--- config.mk ---
export PLATFORM = sky130hd
export DESIGN_NAME = rrt_table
export DESIGN_NICKNAME = d
export VERILOG_FILES = /design/src/rtl/rrt_pkg.sv /design/src/rtl/rrt_hash.sv /design/src/rtl/rrt_bank.sv /design/src/rtl/rrt_table.sv
export SDC_FILE = /design/constraint.sdc
export NUM_CORES = 2
export LEC_CHECK = 0
export BUFFER_PORTS_ARGS = -buffer_cell sky130_fd_sc_hd__buf_2
export CORE_ASPECT_RATIO = 0.7
export CORE_MARGIN = 2
export CORE_UTILIZATION = 55
export CTS_CLUSTER_DIAMETER = 150
export DETAILED_ROUTE_END_ITERATION = 10
export GPL_TIMING_DRIVEN = 0
export PLACE_DENSITY = 0.69
export SLEW_MARGIN = 20
export SYNTH_ARGS = -nofsm -noshare
export SYNTH_HDL_FRONTEND = slang
export SYNTH_HIERARCHICAL = 1
export SYNTH_SLANG_ARGS = --single-unit
--- constraint.sdc ---
create_clock -name clk_i -period 5.85 [get_ports clk_i]
set_input_delay 0.585 -clock clk_i [delete_from_list [all_inputs] [get_ports clk_i]]
set_output_delay 0.585 -clock clk_i [all_outputs]
set_load 0.03 [all_outputs]
--- src/rtl/rrt_pkg.sv ---
package rrt_pkg;
  localparam int unsigned LINE_W_DEF  = 26;
  localparam int unsigned LOG_ENT_DEF = 6;
  localparam int unsigned TAG_W_DEF   = 12;

  typedef enum int unsigned {
    BANK_LEFT  = 0,
    BANK_RIGHT = 1
  } bank_e;

  localparam int unsigned NUM_BANKS = 2;
endpackage

--- src/rtl/rrt_hash.sv ---
module rrt_hash #(
  parameter int unsigned LINE_W  = rrt_pkg::LINE_W_DEF,
  parameter int unsigned LOG_ENT = rrt_pkg::LOG_ENT_DEF,
  parameter int unsigned BANK    = 0
) (
  input  logic [LINE_W-1:0]  line_i,
  output logic [LOG_ENT-1:0] idx_o
);
  localparam int unsigned SHIFT = LOG_ENT << BANK;

  logic [LINE_W-1:0] mix;

  always_comb begin
    mix   = line_i ^ (line_i >> SHIFT);
    idx_o = mix[LOG_ENT-1:0];
  end
endmodule

--- src/rtl/rrt_bank.sv ---
module rrt_bank #(
  parameter int unsigned LINE_W  = rrt_pkg::LINE_W_DEF,
  parameter int unsigned LOG_ENT = rrt_pkg::LOG_ENT_DEF,
  parameter int unsigned TAG_W   = rrt_pkg::TAG_W_DEF,
  parameter int unsigned BANK    = 0
) (
  input  logic              clk_i,
  input  logic              rst_ni,
  input  logic              wr_vld_i,
  input  logic [LINE_W-1:0] wr_line_i,
  input  logic [LINE_W-1:0] rd_line_i,
  output logic              rd_hit_o
);
  localparam int unsigned ENTRIES = 1 << LOG_ENT;

  logic [LOG_ENT-1:0]             wr_idx, rd_idx;
  logic [TAG_W-1:0]               wr_tag, rd_tag;
  logic [ENTRIES-1:0]             valid_q;
  logic [ENTRIES-1:0][TAG_W-1:0]  tag_q;

  rrt_hash #(.LINE_W(LINE_W), .LOG_ENT(LOG_ENT), .BANK(BANK)) u_wr_hash (
    .line_i(wr_line_i),
    .idx_o (wr_idx)
  );

  rrt_hash #(.LINE_W(LINE_W), .LOG_ENT(LOG_ENT), .BANK(BANK)) u_rd_hash (
    .line_i(rd_line_i),
    .idx_o (rd_idx)
  );

  assign wr_tag = wr_line_i[TAG_W-1:0];
  assign rd_tag = rd_line_i[TAG_W-1:0];

  always_ff @(posedge clk_i or negedge rst_ni) begin
    if (!rst_ni) begin
      valid_q <= '0;
      tag_q   <= '0;
    end else if (wr_vld_i) begin
      valid_q[wr_idx] <= 1'b1;
      tag_q[wr_idx]   <= wr_tag;
    end
  end

  // read before write: same-cycle write is not forwarded
  assign rd_hit_o = valid_q[rd_idx] && (tag_q[rd_idx] == rd_tag);


  wr_sets_valid_chk: assert property (@(posedge clk_i) disable iff (!rst_ni)
    wr_vld_i |=> valid_q[$past(wr_idx)]);


  wr_tag_stored_chk: assert property (@(posedge clk_i) disable iff (!rst_ni)
    wr_vld_i |=> tag_q[$past(wr_idx)] == $past(wr_line_i[TAG_W-1:0]));


  idle_bank_stable_chk: assert property (@(posedge clk_i) disable iff (!rst_ni)
    !wr_vld_i |=> ($stable(valid_q) && $stable(tag_q)));
endmodule

--- src/rtl/rrt_table.sv ---
module rrt_table #(
  parameter int unsigned LINE_W  = rrt_pkg::LINE_W_DEF,
  parameter int unsigned LOG_ENT = rrt_pkg::LOG_ENT_DEF,
  parameter int unsigned TAG_W   = rrt_pkg::TAG_W_DEF
) (
  input  logic              clk_i,
  input  logic              rst_ni,
  input  logic              dmd_vld_i,
  input  logic [LINE_W-1:0] dmd_line_i,
  input  logic              fill_vld_i,
  input  logic [LINE_W-1:0] fill_line_i,
  input  logic              qry_vld_i,
  input  logic [LINE_W-1:0] qry_line_i,
  output logic              hit_o
);
  import rrt_pkg::*;

  logic [NUM_BANKS-1:0]             bank_wr_vld;
  logic [NUM_BANKS-1:0][LINE_W-1:0] bank_wr_line;
  logic [NUM_BANKS-1:0]             bank_hit;
  logic                             hit_q;

  assign bank_wr_vld[BANK_LEFT]   = dmd_vld_i;
  assign bank_wr_line[BANK_LEFT]  = dmd_line_i;
  assign bank_wr_vld[BANK_RIGHT]  = fill_vld_i;
  assign bank_wr_line[BANK_RIGHT] = fill_line_i;

  for (genvar w = 0; w < NUM_BANKS; w++) begin : g_bank
    rrt_bank #(
      .LINE_W (LINE_W),
      .LOG_ENT(LOG_ENT),
      .TAG_W  (TAG_W),
      .BANK   (w)
    ) u_bank (
      .clk_i    (clk_i),
      .rst_ni   (rst_ni),
      .wr_vld_i (bank_wr_vld[w]),
      .wr_line_i(bank_wr_line[w]),
      .rd_line_i(qry_line_i),
      .rd_hit_o (bank_hit[w])
    );
  end

  always_ff @(posedge clk_i or negedge rst_ni) begin
    if (!rst_ni) hit_q <= 1'b0;
    else         hit_q <= qry_vld_i && (|bank_hit);
  end

  assign hit_o = hit_q;


  no_idle_hit_chk: assert property (@(posedge clk_i) disable iff (!rst_ni)
    !qry_vld_i |=> !hit_o);


  miss_both_chk: assert property (@(posedge clk_i) disable iff (!rst_ni)
    (qry_vld_i && bank_hit == '0) |=> !hit_o);
endmodule

# Yosys cells after proc, flatten, opt, wreduce, memory -nomap -nowiden
# Index checks and enable logic that the tools add are counted.
[totals] reg_bits=1665 output_inout_bits=1
[classes] order_cmp=6 eq_ne=2 muxes=18 n_bitwise=6 n_reduce_logical=6
[ops] operator="$bwmux W768" count=2
[ops] operator="$bmux W12 S6" count=2
[ops] operator="$demux W12 S6" count=2
[ops] operator="$or A64 B64 Y64" count=2
[ops] operator="$mux W12" count=4
[ops] operator="$lt A6 B7 Y1 const B" count=4
[ops] operator="$eq A12 B12 Y1" count=2
[ops] operator="$xor A6 B6 Y6" count=4
[ops] operator="$bmux W1 S6" count=2
[ops] operator="$demux W1 S6" count=2
[ops] operator="$ge A6 B1 Y1 const B" count=2
[ops] operator="$logic_and A1 B1 Y1" count=5
[ops] operator="$mux W1" count=4
[ops] operator="$reduce_or A2 Y1" count=1

# Logic depth before layout (Yosys ltp)
[logic_depth] depth_word=7 depth_mapped=15 ltp_nobuf=10

# Cells and area by module
# The synthesis kept the hierarchy.
[by_module_without_submodules] module="rrt_bank at g_bank[1].u_bank" n_inst=1 cells_per_inst=2438 area_per_inst_um2=37812.5
[by_module_without_submodules] module="rrt_bank at g_bank[0].u_bank" n_inst=1 cells_per_inst=2439 area_per_inst_um2=37747.5
[by_module_without_submodules] module="rrt_hash" n_inst=4 cells_per_inst=6 area_per_inst_um2=52.6
[by_module_without_submodules] module="rrt_table" n_inst=1 cells_per_inst=2 area_per_inst_um2=32.5

# Worst setup path after synthesis
# OpenSTA, ideal clock, no wires.
[synth_timing] path_kind="in2reg" start="in qry_line_i[12]" end="reg hit_q (netlist: hit_o)" arrival_time_ps=3218 required_ps=5785 setup_slack_ps=2567 cell_stages=12 n_path_buf=3 path_cell_list="xor2_1 > buf_6 > buf_2 > buf_2 > mux4_2 > a211oi_1 > a211oi_1 > nor3_1 > xor2_1 > nand3_1 > nor4_2 > o21a_1"
[synth_via] elab_chain_cells=7 elab_cells_between_ends=9 classes_between="eq/ne (1); mux (4); bitwise (1); reduce/logical (3)"
[synth_rtl] item="start, declared" line="rrt_table.sv:13" text="input logic [LINE_W-1:0] qry_line_i,"
[synth_rtl] item="$xor A6 B6 Y6 *" line="rrt_hash.sv:14" text="mix = line_i ^ (line_i >> SHIFT);"
[synth_rtl] item="$bmux W12 S6" line="rrt_bank.sv:45" text="assign rd_hit_o = valid_q[rd_idx] && (tag_q[rd_idx] == rd_tag);"
[synth_rtl] item="$mux W12 (not written as such)" line="rrt_bank.sv:45"
[synth_rtl] item="$eq A12 B12 Y1" line="rrt_bank.sv:45"
[synth_rtl] item="$logic_and A1 B1 Y1 *" line="rrt_bank.sv:45"
[synth_rtl] item="net bank_hit[1]" line="rrt_table.sv:20" text="logic [NUM_BANKS-1:0] bank_hit;"
[synth_rtl] item="$reduce_or A2 Y1 *" line="rrt_table.sv:46" text="else hit_q <= qry_vld_i && (|bank_hit);"
[synth_rtl] item="$logic_and A1 B1 Y1 *" line="rrt_table.sv:46"
[synth_rtl] item="end signal, assigned" line="rrt_table.sv:46"
[synth_rtl] item="end, declared" line="rrt_table.sv:21" text="logic hit_q;"
# The timed path passes the listed nets; every way through them passes the cells marked *. The select of a mux whose other input is x is not followed.
# A chain may end at the register's enable or synchronous reset.

# Worst setup path in the final report
[layout_timing] start="in qry_line_i[3]" end="reg hit_q (netlist: hit_o)"
[layout_via] elab_chain_cells=7 elab_cells_between_ends=16 classes_between="eq/ne (2); mux (8); bitwise (2); reduce/logical (4)"
[layout_rtl] item="$xor A6 B6 Y6 *" line="rrt_hash.sv:14"
[layout_rtl] item="net g_bank[0].u_bank.rd_idx[3]" line="rrt_bank.sv:16" text="logic [LOG_ENT-1:0] wr_idx, rd_idx;"
[layout_rtl] item="$bmux W12 S6" line="rrt_bank.sv:45"
[layout_rtl] item="$mux W12 (not written as such)" line="rrt_bank.sv:45"
[layout_rtl] item="$eq A12 B12 Y1" line="rrt_bank.sv:45"
[layout_rtl] item="$logic_and A1 B1 Y1 *" line="rrt_bank.sv:45"
[layout_rtl] item="net bank_hit[0]" line="rrt_table.sv:20"
[layout_rtl] item="$reduce_or A2 Y1 *" line="rrt_table.sv:46"
[layout_rtl] item="$logic_and A1 B1 Y1 *" line="rrt_table.sv:46"
# Marks and branches as above.

==> metrics.md <==
| Metric | Value |
|---|---|
| Status | `completed` |
| Post-synthesis register bit count | `1665` |
| Asr flop ratio synth | `100.0%` |
| Final period util | `92.09%` |
| Syn-to-layout area delta | `11.08%` |
| Gate power share | `21.5%` |
| Overall Global Routing Usage | `37.39%` |
| Wire per inst | `36.56 um` |
| PwrDens | `399.4 nW/um^2` |
| Crit path kind | `in -> reg` |
| Most frequent cells in the layout | `dfrtp_1, mux2_2, mux4_2` |
| Synth area leader | `dfrtp_1` |
| Slew margin rel. | `10.01%` |
| FP Rows | `113` |
| Primary FF master, synth | `dfrtp_1` |
| Fin crit period | `5387 ps` |
| Drt total wl | `259.6 mm` |
| Die W | `447.7 um` |
| Fin Hold WS | `93.51 ps` |
| Post-Syn Area | `75800 sq um` |
| Core ar. | `136200 sq um` |
| Clock power frac | `31.9%` |
| DRC | `0` |
| Worst-Margin Slew | `1350 ps` |
| Reg power frac | `46.7%` |
| Area share of the largest cell type after synthesis | `54.97%` |
| Critical path capture point type | `flop` |
| Initial core utilization | `55.67%` |
| Fmax | `0.1856 GHz` |
| Die Area | `140900 sq um` |
| Post_cts resized | `0` |
| Post-Syn Area per Cell | `15.46 sq um` |
| Fin Setup TNS | `0 ps` |
| Number of synthesized flops with an enable pin | `0` |
| Synthesis warning total | `6` |
| # setup viols final | `0` |
| Root buffer cell | `clkbuf_16` |
| Final Hold Viols | `0` |
| Vias in the first global route | `48.11k` |
| Max cap viols | `0` |
| Total power | `0.03363 W` |
| Height of the die | `314.6 um` |
| Worst-path clk slew | `60 ps` |
| Max clock buf depth | `3` |
| Port bufs | `47` |
| Top cells by area, synth | `dfrtp_1, mux2_2, mux4_2` |
| Internal power | `0.02425 W` |
| Most common cell after layout, fill and taps aside | `dfrtp_1` |
| Hpwl dp | `184.3 mm` |
| Largest net degree at the start of global routing | `136` |
| Initial DRC Count | `6635` |
| Post-Synthesis Cells | `4903` |
| Register area share after synthesis | `54.97%` |
| CTS sink cnt | `1665` |
| Layout Nets | `5209` |
| Via count | `49.11k` |
| Worst Path Max Fanout | `10` |
| Worst EP arrival | `6130 ps` |
| CP required | `6590 ps` |
| RSZ-0062 raised after global routing | `false` |
| Startpoint type of the worst setup path | `primary input` |
| Sw frac | `27.87%` |
| Layout cell share with drive strength beyond 1 | `47.74%` |
| VDD IR-drop max | `0.2836 mV` |
| DRT Pass-1 Iters | `8` |
| Crit path cell chain | `buf_2, xor2_1, buf_2, clkinv_1, clkbuf_2, clkbuf_2, mux2i_1, a221oi_1, a22oi_1, xnor2_1, a21oi_1, nand4_1, nor4_2, o21a_1` |
| Insertion delay to the later sink of the worst-skew pair | `810 ps` |
| Tightest Hold Check Type | `in -> reg` |
| Leak | `38.71 nW` |
| Htree depth | `4` |
| RD Place Congestion | `0.9961` |
| Syn Nets | `4986` |
| Num ports | `84` |
| Initial antenna violation count | `16` |
| Vias per cell | `6.916` |
| Sw power | `0.009374 W` |
| Pins Over Slew Limit | `0` |
| First-pass GRT wire length | `365.0 mm` |
| Num CTS Buffers | `160` |
| Slowest-stage cell, CP | `clkinv_1` |
| Clk_skew | `16.84 ps` |
| Fill cells | `10.17k` |
| Final ANT Viol Nets | `0` |
| Global route overflow | `0` |
| Post-CTS Repair Setup Buffers | `0` |
| Yosys cell types | `61` |
| CTS tree | `done` |
| CP max stage delay | `810 ps` |
[layer usage]
metal	vias up	share of wire [%]	GRT usage, %
li1	18600	-	-
met1	26900	43	57.87
met2	3224	38	46.16
met3	386	16	18.33
met4	6	2.5	9.482
met5	-	0.034	0
[path summary, 6_finish.rpt]
path | start | endpoint | slack [ps] | cells past startpoint
max | qry_line_i[3] | hit_o | 460 | 14
min | qry_vld_i | hit_o | 90 | 2
max reg2reg | g_bank[1].u_bank/tag_q[172] | hit_o | 2500 | 9
min reg2reg | g_bank[1].u_bank/valid_q[10] | g_bank[1].u_bank/valid_q[10] | 460 | 1
max in group asynchronous | rst_ni | g_bank[0].u_bank/tag_q[408] | 2010 | 7
min in group asynchronous | rst_ni | g_bank[1].u_bank/tag_q[602] | 370 | 2
[logic make-up after synthesis]
logic type | Yosys count | synth area share, %
compound gates | 208 | 1.941
flops | 1665 | 54.97
mux | 2015 | 36.33
xor+xnor | 42 | 0.4853
simple gates | 519 | 3.592
buf+inv | 454 | 2.684
[cell type report]
class,instances,area [sq um],share of cell area [%]
clock inverter,40,407.9,0.4844
antenna,7,17.52,0.02080
buffer,448,2068,2.456
sequential,1665,41670,49.48
multi-input combinational,2784,32140,38.17
tap,1840,2302,2.734
inverter,6,22.52,0.02675
clock buffer,250,4962,5.893
timing repair buffer,61,618.1,0.7341
[cell usage after synthesis (14+ instances only)]
master	n
xor2_1	34
nand2_1	136
nor2b_1	26
or2_2	68
mux2i_1	37
nand3_1	30
mux2_2	1545
dfrtp_1	1665
mux4_2	423
buf_2	50
nor2_1	97
a21oi_1	25
o21ai_0	25
a22oi_1	80
nand2b_1	74
buf_6	15
buf_1	99
buf_4	18
nor3_1	16
a211oi_1	14
clkbuf_1	260
[metrics by stage]
step                util, %  instance area (sq um)  instances  worst slack [ps]
floorplan                 -                  75800       4903              2567
CTS                   61.81                  84160       7094              1046
finish                61.84                  84200       7101             462.9
global placement      57.54                  78340       6790            -32850
global route          61.83                  84180       7094             675.8
detailed placement    57.86                  78780       6803             207.7
[sequential cells by signal, summed over array words and instances, names as in the netlist]
register and cells:
g_bank.u_bank/valid_q 128, hit_o 1, g_bank.u_bank/tag_q 1536
[what timing repair did]
item / CTS / global route
hold endpoints to repair: 110 / 0
hold buffers: 1 / 0
setup endpoints to repair: 0 / 0
[power by group through the flow]
stage / combinational [W] / clock, W / sequential [W]
global placement: 0.00680 / 0 / 0.0158
CTS: 0.00705 / 0.0108 / 0.0156
detailed placement: 0.00703 / 0 / 0.0158
floorplan: 0.00496 / 0 / 0.0153
finish: 0.00722 / 0.0107 / 0.0157
global route: 0.00754 / 0.0113 / 0.0160
[worst max-delay path: cells and delay by family]
| kind | cells | cell delay [ps] |
|---|---|---|
| AO/OA/AOI/OAI | 4 | 1580 |
| multiplexers | 1 | 360 |
| AND/OR/NAND/NOR | 2 | 460 |
| XOR/XNOR | 2 | 380 |
| buffers and inverters | 5 | 2730 |
No activity file was read; power rests on OpenSTA's default activity.
